<file path="src/rtl/pbc_pkg.sv">
package pbc_pkg;
  localparam int STATE_W = 3;
  typedef enum logic [STATE_W-1:0] {
    ST_TI  = 3'd0,
    ST_T1  = 3'd1,
    ST_T2  = 3'd2,
    ST_T1P = 3'd3,
    ST_T2P = 3'd4
  } bus_state_e;
endpackage

</file>
<file path="src/rtl/pbc_window.sv">
// Per-cycle sampling of next-address and bus-size in T2 wait states.
module pbc_window (
  input  logic clk_i,
  input  logic rst_ni,
  input  logic clear_i,
  input  logic sample_i,
  input  logic na_i,
  input  logic b16_i,
  output logic pipe_ok_o
);
  logic na_seen_q, blk_q;

  assign pipe_ok_o = sample_i & (na_seen_q | na_i) & ~(blk_q | b16_i);

  always_ff @(posedge clk_i or negedge rst_ni) begin
    if (!rst_ni) begin
      na_seen_q <= 1'b0;
      blk_q     <= 1'b0;
    end else if (clear_i) begin
      na_seen_q <= 1'b0;
      blk_q     <= 1'b0;
    end else if (sample_i) begin
      na_seen_q <= na_seen_q | (na_i & ~b16_i & ~blk_q);
      blk_q     <= blk_q | b16_i;
    end
  end
endmodule

</file>
<file path="src/rtl/pbc_fsm.sv">
module pbc_fsm
  import pbc_pkg::*;
(
  input  logic       clk_i,
  input  logic       rst_ni,
  input  logic       req_valid_i,
  input  logic       rdy_i,
  input  logic       pipe_ok_i,
  output bus_state_e state_o,
  output logic       ready_o,
  output logic       accept_o,
  output logic       pipe_issue_o,
  output logic       sample_o,
  output logic       clear_o
);
  bus_state_e state_q, state_d;

  assign state_o  = state_q;
  assign sample_o = (state_q == ST_T2) & ~rdy_i;
  assign clear_o  = (state_q == ST_T1) | (state_q == ST_T1P);

  always_comb begin
    ready_o = 1'b0;
    case (state_q)
      ST_TI:   ready_o = 1'b1;
      ST_T2:   ready_o = rdy_i | pipe_ok_i;
      default: ready_o = 1'b0;
    endcase
  end

  assign accept_o     = ready_o & req_valid_i;
  assign pipe_issue_o = accept_o & (state_q == ST_T2) & ~rdy_i;

  always_comb begin
    state_d = state_q;
    case (state_q)
      ST_TI:   if (accept_o) state_d = ST_T1;
      ST_T1:   state_d = ST_T2;
      ST_T1P:  state_d = ST_T2;
      ST_T2: begin
        if (rdy_i)          state_d = accept_o ? ST_T1 : ST_TI;
        else if (accept_o)  state_d = ST_T2P;
      end
      ST_T2P:  if (rdy_i) state_d = ST_T1P;
      default: state_d = ST_TI;
    endcase
  end

  always_ff @(posedge clk_i or negedge rst_ni) begin
    if (!rst_ni) state_q <= ST_TI;
    else         state_q <= state_d;
  end
endmodule

</file>
<file path="src/rtl/pbc_issue_reg.sv">
// Bus address/definition register, strobe and issue-mode flag.
module pbc_issue_reg #(
  parameter int ADDR_W = 32,
  parameter int TYPE_W = 4
) (
  input  logic              clk_i,
  input  logic              rst_ni,
  input  logic              accept_i,
  input  logic              pipe_issue_i,
  input  logic [ADDR_W-1:0] addr_i,
  input  logic [TYPE_W-1:0] type_i,
  output logic              ads_o,
  output logic              pipe_o,
  output logic [ADDR_W-1:0] addr_o,
  output logic [TYPE_W-1:0] type_o
);
  always_ff @(posedge clk_i or negedge rst_ni) begin
    if (!rst_ni) begin
      ads_o  <= 1'b0;
      pipe_o <= 1'b0;
      addr_o <= '0;
      type_o <= '0;
    end else begin
      ads_o <= accept_i;
      if (accept_i) begin
        pipe_o <= pipe_issue_i;
        addr_o <= addr_i;
        type_o <= type_i;
      end
    end
  end
endmodule

</file>
<file path="src/rtl/pipe_bus_ctrl.sv">
module pipe_bus_ctrl
  import pbc_pkg::*;
#(
  parameter int ADDR_W = 32,
  parameter int TYPE_W = 4
) (
  input  logic              clk_i,
  input  logic              rst_ni,
  input  logic              req_valid_i,
  input  logic [ADDR_W-1:0] req_addr_i,
  input  logic [TYPE_W-1:0] req_type_i,
  output logic              req_ready_o,
  input  logic              next_addr_i,
  input  logic              bus16_i,
  input  logic              rdy_i,
  output logic              ads_o,
  output logic [ADDR_W-1:0] addr_o,
  output logic [TYPE_W-1:0] type_o,
  output logic              pipe_o,
  output logic [STATE_W-1:0] state_o
);
  bus_state_e st;
  logic accept, pipe_issue, sample, clear, pipe_ok;

  pbc_fsm u_fsm (
    .clk_i        (clk_i),
    .rst_ni       (rst_ni),
    .req_valid_i  (req_valid_i),
    .rdy_i        (rdy_i),
    .pipe_ok_i    (pipe_ok),
    .state_o      (st),
    .ready_o      (req_ready_o),
    .accept_o     (accept),
    .pipe_issue_o (pipe_issue),
    .sample_o     (sample),
    .clear_o      (clear)
  );

  pbc_window u_win (
    .clk_i     (clk_i),
    .rst_ni    (rst_ni),
    .clear_i   (clear),
    .sample_i  (sample),
    .na_i      (next_addr_i),
    .b16_i     (bus16_i),
    .pipe_ok_o (pipe_ok)
  );

  pbc_issue_reg #(.ADDR_W(ADDR_W), .TYPE_W(TYPE_W)) u_reg (
    .clk_i        (clk_i),
    .rst_ni       (rst_ni),
    .accept_i     (accept),
    .pipe_issue_i (pipe_issue),
    .addr_i       (req_addr_i),
    .type_i       (req_type_i),
    .ads_o        (ads_o),
    .pipe_o       (pipe_o),
    .addr_o       (addr_o),
    .type_o       (type_o)
  );

  assign state_o = st;
endmodule

</file>
<file path="config.mk">
export PLATFORM = sky130hd
export DESIGN_NAME = pipe_bus_ctrl
export DESIGN_NICKNAME = d
export VERILOG_FILES = /design/src/rtl/pbc_pkg.sv /design/src/rtl/pbc_window.sv /design/src/rtl/pbc_fsm.sv /design/src/rtl/pbc_issue_reg.sv /design/src/rtl/pipe_bus_ctrl.sv
export SDC_FILE = /design/constraint.sdc
export NUM_CORES = 1
export LEC_CHECK = 0
export BUFFER_PORTS_ARGS = -buffer_cell sky130_fd_sc_hd__buf_2
export CAP_MARGIN = 30
export CELL_PAD_IN_SITES_DETAIL_PLACEMENT = 1
export CELL_PAD_IN_SITES_GLOBAL_PLACEMENT = 2
export CORE_ASPECT_RATIO = 0.6
export CORE_MARGIN = 2
export CORE_UTILIZATION = 32
export CTS_BUF_LIST = sky130_fd_sc_hd__clkbuf_4 sky130_fd_sc_hd__clkbuf_8
export DETAILED_ROUTE_END_ITERATION = 8
export PLACE_DENSITY_LB_ADDON = 0.2
export SLEW_MARGIN = 30
export SYNTH_ARGS = -nofsm -noshare
export SYNTH_HDL_FRONTEND = slang
export SYNTH_SLANG_ARGS = --single-unit
</file>
<file path="constraint.sdc">
create_clock -name clk_i -period 3.25 [get_ports clk_i]
set_input_delay 0.65 -clock clk_i [delete_from_list [all_inputs] [get_ports clk_i]]
set_output_delay 0.65 -clock clk_i [all_outputs]
set_load 0.02 [all_outputs]
</file>
==> results.toml <==
[final_layout]
area_growth_syn_to_layout_pct = 34.88
layout_commonest_cell = "buf_2"
final_cell_mix = "82 x buf_2, 43 x dfrtp_1, 32 x mux2_2"
finalNetCount = 241
layout-drive-gt1-share_pct = 64.00
nFillCells = 564
instances_no_fill = 266
antenna_cells = 0

[die]
dieArea_mm2 = 0.005920
die_h_um = 60.40
ioPinCount = 84
placementRows = 20
die_x_um = 98.01
start_util_pct = 33.40
core_mm2 = 0.005080

[run]
maxCapViolCount = 0

[sta]
fin_hold_ws_ns = 0.3321
rsz0062_at_grt = "no"
finalSetupTns_ns = 0
worstMarginPinSlew_ns = 0.5327
timing.fmax_ghz = 0.4597
max_slew_margin_pct = 64.49
setup_viol = 0
fin_worst_skew_ns = 0.004106
finalCritPeriodShare_pct = 66.93
fin_ws_ns = 1.075
hold_viol_final = 0
finalCriticalPeriod_ns = 2.175
maxSlewViolCount = 0

[routing]
wire_per_inst_um = 15.12
vias = 1219
drt_iter0_drc = 28
wl_um = 4023
post-route-drc-count = 0
dr.pass1.iters = 4
antenna_left = 0
routed_via_density = 4.583

[power_and_ir_drop]
p_per_area_mw_per_mm2 = 942.9
max-vdd-ir-drop_v = 0.0003121
p_leak_nw = 1.127
total_power_mw = 2.158

[clocking]
htree_levels = 2
cts_root_buffer = "clkbuf_8"
cts_hold_buf = 0
ctsResizeCount = 0
clock_path_buffers = 2
cts_buffers = 5
post-cts-setup-buffers = 0
clkSinkCount = 43
path_clk_slew_ns = 0.08
clock_latency_ns = 0.28
cts_tree = "done"

[critical_path]
worst-path-buf-inv = 2
worstPathRequired_ns = 2.60
cp_slowest_cell = "o21a_2"
cp_num_cells = 6
startpoint_type = "input port"
slowest_delay_ns = 0.24
worst_ep_arrival_time_ns = 1.53
ff2ff_setup_slack_ns = 1.25
critPathMaxFanout = 5
crit_path_end_kind = "output pin"
rr_worst_depth = 4
critPathKind = "input port to output pin"
regToRegEndpoint = "u_reg.addr_o[29]"
critPathTopFamily = "simple AND/OR/NAND/NOR gates"
crit_chain = "buf_2, nor2_1, o21a_2, nor2_1, nor3_1, buf_2"
crit-reg2reg-launch = "u_fsm.state_o[1]"

[grt]
grt.overflow.total = 0
grt_usage_pct = 14.04
grt_max_degree = 44
antenna_found_initial = 0
grt_pass1_vias = 1302
grt_pass1_wl_um = 6375

[yosys]
syn-cell-area_mm2 = 0.001697
synth.distinct_cells = 19
synth.avg_cell_area_um2 = 15.28
synth.net_count = 153
ys_warn_count = 0
synth.yosys.seq_area_share_pct = 63.42
netlist_instances = 111
ys_seq_elements = 43

[min_path]
min_path_type = "input port to async pin"

[status]
status = "finished clean"

[placement]
dp_slack_ns = 0.8510
hpwlAfterDp_um = 3154
io_buffers = 83
dp_cells = 258
gp_congestion = 0.8032
## cell families after synthesis
family                 after synthesis  share of synthesized area, %
flip-flops                          43                         63.42
multiplexers                        36                         23.89
AND/OR/NAND/NOR                     16                         5.384
AO/OA/AOI/OAI                       11                         4.868
buffers and inverters                5                         2.434
## registers in the layout, summed over array words and instances, names as in the netlist
register,count
u_reg.addr_o,32
u_reg.type_o,4
u_fsm.state_o,3
u_reg.ads_o,1
u_reg.pipe_o,1
u_win.blk_q,1
u_win.na_seen_q,1
## layer usage
layer  vias to the layer above  GRT usage [%]  routed length, µm  part of all wire (%)
met2                        47          21.23               1847                    46
met3                         5          7.143                377                   9.4
met5                         -              0                  0                     0
li1                        563              -                  -                     -
met1                       604          18.45               1772                    44
met4                         0          2.976                 25                  0.62
## report_power, final
| part | internal, mW | switching [mW] | total (mW) | leakage, nW |
|---|---|---|---|---|
| Sequential | 0.752 | 0.125 | 0.877 | 0.511 |
| Clock | 0.249 | 0.173 | 0.422 | 0.0612 |
| Combinational | 0.359 | 0.500 | 0.859 | 0.555 |
| Total | 1.36 | 0.798 | 2.16 | 1.13 |
## cell type report
type,count,area (µm²),share of cell area [%]
sequential,43,1076,47.02
multi-input combinational,63,579.3,25.31
timing repair buffer,84,425.4,18.59
clock buffer,6,82.58,3.609
tap,66,82.58,3.609
clock inverter,2,35.03,1.531
inverter,2,7.507,0.3280
## worst max-delay path by stage
stage                      from          endpoint  slack (ns)
CTS                     bus16_i       req_ready_o        1.06
global placement    next_addr_i   u_reg.type_o[0]        0.94
detailed placement        rdy_i  u_reg.addr_o[29]        0.85
finish                  bus16_i       req_ready_o        1.07
global route            bus16_i       req_ready_o        0.98
floorplan               bus16_i       req_ready_o        1.12
## synth_stat cells
master,n,area [µm²]
a211o_1,1,8.760
a21o_1,1,7.510
a21oi_1,4,20.02
a31oi_1,2,12.51
a41oi_1,1,8.760
buf_6,3,33.78
dfrtp_1,43,1076
inv_1,2,7.510
mux2_1,4,45.04
mux2_2,32,360.4
nand2_1,2,7.510
nand2b_1,1,6.260
nand2b_4,1,13.76
nor2_1,5,18.77
nor2_4,1,11.26
nor2b_1,3,18.77
nor3_1,3,15.01
o21a_2,1,8.760
o21ai_4,1,16.27
## stage by stage
stage,area (µm²),util (%)
2_1_floorplan,1697,-
3_3_place_gp,2168,42.68
3_5_place_dp,2168,42.68
4_1_cts,2286,45.00
5_1_grt,2288,45.05
6_report,2288,45.05
Power figures use the tool's default switching activity.
